[config.mk]
export PLATFORM = sky130hd
export DESIGN_NAME = csd_decoder
export DESIGN_NICKNAME = d
export VERILOG_FILES = /design/src/rtl/csd_pkg.sv /design/src/rtl/csd_cfg_regs.sv /design/src/rtl/csd_window_match.sv /design/src/rtl/csd_overlap_chk.sv /design/src/rtl/csd_decoder.sv
export SDC_FILE = /design/constraint.sdc
export NUM_CORES = 2
export LEC_CHECK = 0
export BUFFER_PORTS_ARGS = -buffer_cell sky130_fd_sc_hd__buf_2
export CELL_PAD_IN_SITES_DETAIL_PLACEMENT = 0
export CELL_PAD_IN_SITES_GLOBAL_PLACEMENT = 1
export CORE_MARGIN = 1
export CORE_UTILIZATION = 50
export DETAILED_ROUTE_END_ITERATION = 12
export PLACE_DENSITY_LB_ADDON = 0.1
export SKIP_LAST_GASP = 1
export SYNTH_ARGS = -nofsm -noshare
export SYNTH_HDL_FRONTEND = slang
export SYNTH_SLANG_ARGS = --single-unit
export TNS_END_PERCENT = 50
[constraint.sdc]
create_clock -name clk -period 11.5 [get_ports clk]
set_input_delay 2.3 -clock clk [delete_from_list [all_inputs] [get_ports clk]]
set_output_delay 2.3 -clock clk [all_outputs]
set_load 0.03 [all_outputs]
[src/rtl/csd_pkg.sv]
package csd_pkg;

    localparam int ADDR_W    = 16;
    localparam int N_MAIN    = 8;
    localparam int N_SEC     = 4;
    localparam int N_PERI    = 2;
    localparam int N_HI      = 2 + N_PERI;
    localparam int N_WIN     = N_MAIN + N_SEC + N_HI;
    localparam int IDX_W     = $clog2(N_WIN);
    localparam int SEC_BASE  = N_MAIN;
    localparam int SRAM_IDX  = N_MAIN + N_SEC;
    localparam int IOC_IDX   = SRAM_IDX + 1;
    localparam int PERI_BASE = IOC_IDX + 1;

    typedef struct packed {
        logic              en;
        logic [ADDR_W-1:0] lo;
        logic [ADDR_W-1:0] hi;
    } win_t;

    typedef enum logic [1:0] {
        FLD_LO  = 2'd0,
        FLD_HI  = 2'd1,
        FLD_EN  = 2'd2,
        FLD_RSV = 2'd3
    } fld_e;

    typedef enum logic [2:0] {
        RES_NONE,
        RES_HI,
        RES_SEC,
        RES_MAIN,
        RES_CLASH
    } res_e;

endpackage

[src/rtl/csd_cfg_regs.sv]
module csd_cfg_regs
    import csd_pkg::*;
(
    input  logic                   clk,
    input  logic                   rst,
    input  logic                   we,
    input  logic [IDX_W-1:0]       idx,
    input  logic [1:0]             fld,
    input  logic [ADDR_W-1:0]      data,
    output win_t [N_WIN-1:0]       win
);

    win_t [N_WIN-1:0] win_q;

    always_ff @(posedge clk) begin
        if (rst) begin
            win_q <= '0;
        end else if (we && (int'(idx) < N_WIN)) begin
            unique case (fld_e'(fld))
                FLD_LO:  win_q[idx].lo <= data;
                FLD_HI:  win_q[idx].hi <= data;
                FLD_EN:  win_q[idx].en <= data[0];
                FLD_RSV: ;
            endcase
        end
    end

    assign win = win_q;

endmodule

[src/rtl/csd_window_match.sv]
module csd_window_match
    import csd_pkg::*;
#(
    parameter int LIMIT      = 16384,
    parameter bit CHECK_SIZE = 1'b1
) (
    input  win_t              w,
    input  logic [ADDR_W-1:0] addr,
    output logic              hit,
    output logic              qual,
    output logic              oversize
);

    localparam logic [ADDR_W:0] LIM_V = LIMIT[ADDR_W:0];

    logic            ordered;
    logic [ADDR_W:0] span;

    always_comb begin
        ordered  = (w.lo <= w.hi);
        span     = {1'b0, w.hi} - {1'b0, w.lo} + {{ADDR_W{1'b0}}, 1'b1};
        oversize = CHECK_SIZE && w.en && ordered && (span > LIM_V);
        qual     = w.en && ordered && !oversize;
        hit      = qual && (addr >= w.lo) && (addr <= w.hi);
    end

endmodule

[src/rtl/csd_overlap_chk.sv]
module csd_overlap_chk
    import csd_pkg::*;
#(
    parameter int N = 4
) (
    input  win_t [N-1:0] w,
    input  logic [N-1:0] qual,
    output logic         clash
);

    always_comb begin
        clash = 1'b0;
        for (int i = 0; i < N; i++) begin
            for (int j = i + 1; j < N; j++) begin
                if (qual[i] && qual[j] &&
                    (w[i].lo <= w[j].hi) && (w[j].lo <= w[i].hi)) begin
                    clash = 1'b1;
                end
            end
        end
    end

endmodule

[src/rtl/csd_decoder.sv]
module csd_decoder
    import csd_pkg::*;
#(
    parameter int MAIN_LIMIT = 16384,
    parameter int SEC_LIMIT  = 8192
) (
    input  logic               clk,
    input  logic               rst,
    input  logic [ADDR_W-1:0]  addr,
    input  logic               addr_vld,
    input  logic               cfg_we,
    input  logic [IDX_W-1:0]   cfg_idx,
    input  logic [1:0]         cfg_fld,
    input  logic [ADDR_W-1:0]  cfg_data,
    output logic [N_WIN-1:0]   sel,
    output logic               none,
    output logic               hi_clash,
    output logic               main_ovl,
    output logic               sec_ovl,
    output logic               size_err
);

    win_t [N_WIN-1:0] win;
    logic [N_WIN-1:0] hits;
    logic [N_WIN-1:0] qual;
    logic [N_WIN-1:0] oversize;

    logic [N_MAIN-1:0] main_hits;
    logic [N_SEC-1:0]  sec_hits;
    logic [N_HI-1:0]   hi_hits;
    logic              main_clash_c;
    logic              sec_clash_c;

    res_e              res;
    logic [N_WIN-1:0]  sel_d;

    logic [N_WIN-1:0]  sel_q;
    logic              none_q;
    logic              clash_q;
    logic              main_ovl_q;
    logic              sec_ovl_q;
    logic              size_q;

    csd_cfg_regs u_cfg (
        .clk  (clk),
        .rst  (rst),
        .we   (cfg_we),
        .idx  (cfg_idx),
        .fld  (cfg_fld),
        .data (cfg_data),
        .win  (win)
    );

    for (genvar g = 0; g < N_WIN; g++) begin : g_win
        localparam int LIM = (g < N_MAIN) ? MAIN_LIMIT : SEC_LIMIT;
        localparam bit CHK = (g < SRAM_IDX);
        csd_window_match #(
            .LIMIT      (LIM),
            .CHECK_SIZE (CHK)
        ) u_match (
            .w        (win[g]),
            .addr     (addr),
            .hit      (hits[g]),
            .qual     (qual[g]),
            .oversize (oversize[g])
        );
    end

    csd_overlap_chk #(.N(N_MAIN)) u_main_ovl (
        .w     (win[N_MAIN-1:0]),
        .qual  (qual[N_MAIN-1:0]),
        .clash (main_clash_c)
    );

    csd_overlap_chk #(.N(N_SEC)) u_sec_ovl (
        .w     (win[SRAM_IDX-1:SEC_BASE]),
        .qual  (qual[SRAM_IDX-1:SEC_BASE]),
        .clash (sec_clash_c)
    );

    assign main_hits = hits[N_MAIN-1:0];
    assign sec_hits  = hits[SRAM_IDX-1:SEC_BASE];
    assign hi_hits   = hits[N_WIN-1:SRAM_IDX];

    // tier resolution
    always_comb begin
        if ($countones(hi_hits) > 1)  res = RES_CLASH;
        else if (|hi_hits)            res = RES_HI;
        else if (|sec_hits)           res = RES_SEC;
        else if (|main_hits)          res = RES_MAIN;
        else                          res = RES_NONE;
    end

    // select vector for the winning tier
    always_comb begin
        sel_d = '0;
        unique case (res)
            RES_HI:    sel_d[N_WIN-1:SRAM_IDX]    = hi_hits;
            RES_SEC:   sel_d[SRAM_IDX-1:SEC_BASE] = sec_hits & (-sec_hits);
            RES_MAIN:  sel_d[N_MAIN-1:0]          = main_hits & (-main_hits);
            RES_CLASH: sel_d = '0;
            RES_NONE:  sel_d = '0;
            default:   sel_d = '0;
        endcase
    end

    always_ff @(posedge clk) begin
        if (rst) begin
            sel_q      <= '0;
            none_q     <= 1'b0;
            clash_q    <= 1'b0;
            main_ovl_q <= 1'b0;
            sec_ovl_q  <= 1'b0;
            size_q     <= 1'b0;
        end else begin
            if (addr_vld) begin
                sel_q   <= sel_d;
                none_q  <= (res == RES_NONE);
                clash_q <= (res == RES_CLASH);
            end
            main_ovl_q <= main_clash_c;
            sec_ovl_q  <= sec_clash_c;
            size_q     <= |oversize;
        end
    end

    assign sel      = sel_q;
    assign none     = none_q;
    assign hi_clash = clash_q;
    assign main_ovl = main_ovl_q;
    assign sec_ovl  = sec_ovl_q;
    assign size_err = size_q;

    p_reset_clear_r1: assert property (@(posedge clk)
        rst |=> (sel_q == '0 && !none_q && !clash_q && !main_ovl_q && !sec_ovl_q && !size_q));

    p_onehot_r10: assert property (@(posedge clk) disable iff (rst)
        $onehot0(sel_q) && !(none_q && (|sel_q || clash_q)));

    p_clash_quiet_r5: assert property (@(posedge clk) disable iff (rst)
        clash_q |-> (sel_q == '0 && !none_q));

    p_hold_r9: assert property (@(posedge clk) disable iff (rst)
        !addr_vld |=> ($stable(sel_q) && $stable(none_q) && $stable(clash_q)));

    p_hi_over_flash_r4: assert property (@(posedge clk) disable iff (rst)
        (addr_vld && $countones(hi_hits) == 1) |=> (sel_q[SRAM_IDX-1:0] == '0));

endmodule

==> results.toml <==
[critical_path]
path_max_fanout = 20
critPathMaxStageDelay_ns = 0.59
crit_chain = "buf_2 -> buf_4 -> ha_1 -> a21o_1 -> a21o_1 -> a21o_1 -> a21o_1 -> a21o_1 -> a21oi_1 -> o21ai_0 -> nand4_1 -> ha_1 -> inv_1 -> a211oi_1 -> o2111ai_1 -> nor4b_4 -> nand3_1 -> a21oi_1"
slowest_stage = "buf_4"
reg2reg_depth = 16
r2r_slack_ns = 5.48
cp-startpoint = "addr[2]"
worstSetupPathType = "in2reg"
endpoint = "sel[3]$_SDFFE_PP0P_"
cp_num_cells = 18
worstPathRequired_ns = 12.12
start_kind = "primary input"
crit_family = "compound AO/OA/AOI/OAI gates"
worstPathArrival_ns = 6.87
reg2reg_to = "none$_SDFFE_PP0P_"
cp.buffers_inverters = 3
end_kind = "register"
crit_top_cell = "a21o_1"

[yosys]
yosys_register_bits = 549
synth_area_per_cell_sq_um = 8.24
syn_area_sq_mm = 0.0733
synth.area.top_cells = "ha_1, dfxtp_1, a22oi_1"
async_flop_share_pct = 0
syn_nets = 11200
yosys.area_share.simple_pct = 16.2
synth_xor_area_share_pct = 1.01
synth.most_common_cell = "ha_1"
yosysWarnings = 0
yosys.area.top_type = "ha_1"
yosysUniqueCellTypes = 89
ys_seq_area_share_pct = 15.0
synth_edf_count = 0
synth_compound_gate_area_share_pct = 24.4
yosys.area.top_type_share_pct = 37.8
synth.area.mux_share_pct = 0.375
synthAdderAreaFrac_pct = 38.4
synth_top_family_by_area = "adder cells"
synth_cells = 8893
synth_common_cells = "ha_1, nor2_1, inv_1, a21oi_1, dfxtp_1"
synthFlopType = "dfxtp_1"

[place]
dp_hpwl_um = 248000
portBuffers = 62
place_congestion = 1.07

[clocking]
cts_root_buffer = "clkbuf_16"
clk_pin_slew_ns = 0.06
htreeDepth = 3
cts_buffer_depth = 3
ctsHoldBuffers = 0
cts_buffers = 72
cts_tree = "yes"
ctsResizeCount = 0
cts_setup_buffers = 0
insertion_delay_ns = 0.71
clock-sinks = 549

[cells_and_area]
nets = 11300
finish.utilization_pct = 54.7
drive_above_1_share_pct = 5.35
syn_to_final_growth_pct = 8.56

[global_route]
first_global_vias = 69500
antenna_found_initial = 23
grt_pass1_wl_um = 494000
grt_overflow_total = 0
grt_usage_pct = 46.2
grt_start_max_net_pins = 196

[job]
max-cap-violations = 0

[routing]
drt-wirelength-per-cell_um = 32.1
drc_errors = 0
viasPerCell = 6.81
first_pass_iters = 6
vias = 74900
wl_um = 353000
drt.antenna.violating_nets = 0
drtIter0Drc = 8426

[power]
p_per_area_mw_per_mm2 = 69.3
cellLeakagePower_uw = 0.0364
vdd_drop_max_mv = 0.112

[timing]
finalSetupViolations = 0
hold_viol = 0
rsz0062_at_grt = "no"
finalSetupTns_ns = 0
fin_worst_skew_ns = 0.0334
slew_headroom_pct = 2.94
whs_ns = 0.496
tightest_slew_ns = 1.44
drv_slew = 0
max_freq_mhz = 160
timing.final.crit_share_pct = 54.3
min_period_ns = 6.25

[hold_path]
hold_path_depth = 2
hold_class = "reg2reg"

[floorplan]
die_area_sq_mm = 0.148
die_w_um = 385
top_level_ports = 63
fp.dieH_um = 385
num_rows = 140
core-area_sq_mm = 0.146
initial_core_util_pct = 50.4

[run_status]
outcome = "finished clean"
## worst min-delay path by stage
stage / startpoint / slack [ns] / end
6_report: register / 0.50 / register
5_1_grt: register / 0.52 / register
4_1_cts: register / 0.49 / register
3_5_place_dp: register / 0.48 / register
3_3_place_gp: register / 0.48 / register
2_1_floorplan: register / 0.46 / register
## per-layer routing
layer	vias up	wire, um	track usage (%)
li1	33700	-	-
met5	-	51	0
met4	8	34400	39.4
met1	35600	135000	55.6
met3	1356	39400	12.8
met2	4242	144000	67.7
## worst min-delay path: stages (launching register included)
cell and delay (ns):
dfxtp_1 0.32, a22oi_1 0.06, nor2_1 0.08
## cell usage in the layout, fill, tap and decap left out, types with 19 or more instances in the layout
cell type | netlist | final
and3_1 | 50 | 34
clkbuf_16 | 0 | 73
o21ai_0 | 449 | 448
dfxtp_1 | 549 | 549
o21bai_1 | 21 | 21
nand2_1 | 341 | 340
o22ai_1 | 36 | 36
nor3_1 | 131 | 124
nor2_1 | 908 | 905
ha_1 | 2215 | 2214
o2111ai_1 | 20 | 20
xor2_1 | 33 | 33
nor2b_1 | 191 | 191
buf_2 | 6 | 54
o21a_1 | 192 | 192
o211ai_1 | 97 | 97
xnor2_1 | 50 | 50
a2111oi_0 | 37 | 37
diode_2 | 0 | 23
and4_1 | 23 | 23
nand4_1 | 326 | 326
a221oi_1 | 20 | 20
or3_1 | 30 | 30
inv_1 | 638 | 637
a31oi_1 | 66 | 66
buf_4 | 1 | 222
nand2b_1 | 122 | 122
fa_1 | 20 | 20
a22oi_1 | 533 | 533
a211oi_1 | 110 | 110
nor4_1 | 68 | 67
o31ai_1 | 26 | 26
a21o_1 | 340 | 340
a211o_1 | 32 | 32
or2_2 | 19 | 19
mux2i_1 | 23 | 23
nand3_1 | 143 | 143
a21oi_1 | 564 | 564
## area by class of cell
type | count | area (sq um)
fill | 13800 | 66000
multi-input combinational | 7466 | 59100
sequential | 549 | 11000
tap | 1917 | 2400
inverter | 638 | 2390
clock buffer | 95 | 2070
timing repair buffer | 279 | 1980
clock inverter | 37 | 569
antenna | 23 | 57.6
## report_power, final
part           internal, uW  leakage (uW)  switching [uW]  total (uW)
sequential             1910       0.00442            17.5        1930
combinational           328        0.0307             662         990
clock                  1510       0.00128            1090        2600
total                  3750        0.0364            1770        5510
## per-stage QoR
| step | std cells | cell area [sq um] | total power (uW) | worst slack (ns) |
|---|---|---|---|---|
| 2_1_floorplan | 8893 | 73300 | 2540 | 5.40 |
| 3_3_place_gp | 10800 | 76900 | 2900 | 4.63 |
| 3_5_place_dp | 10800 | 76900 | 2910 | 4.63 |
| 4_1_cts | 11000 | 79500 | 5480 | 5.11 |
| 5_1_grt | 11000 | 79500 | 5650 | 5.04 |
| 6_report | 11000 | 79600 | 5510 | 5.25 |
## logic make-up after synthesis
family,Yosys count
xor gates and xnor gates,84
DFF,549
muxes,27
adders and majority gates,2242
buffers and inverters,878
and+or+nand+nor,2427
AOI/OAI and AO/OA,2686
No activity file was read; power rests on OpenSTA's default activity.
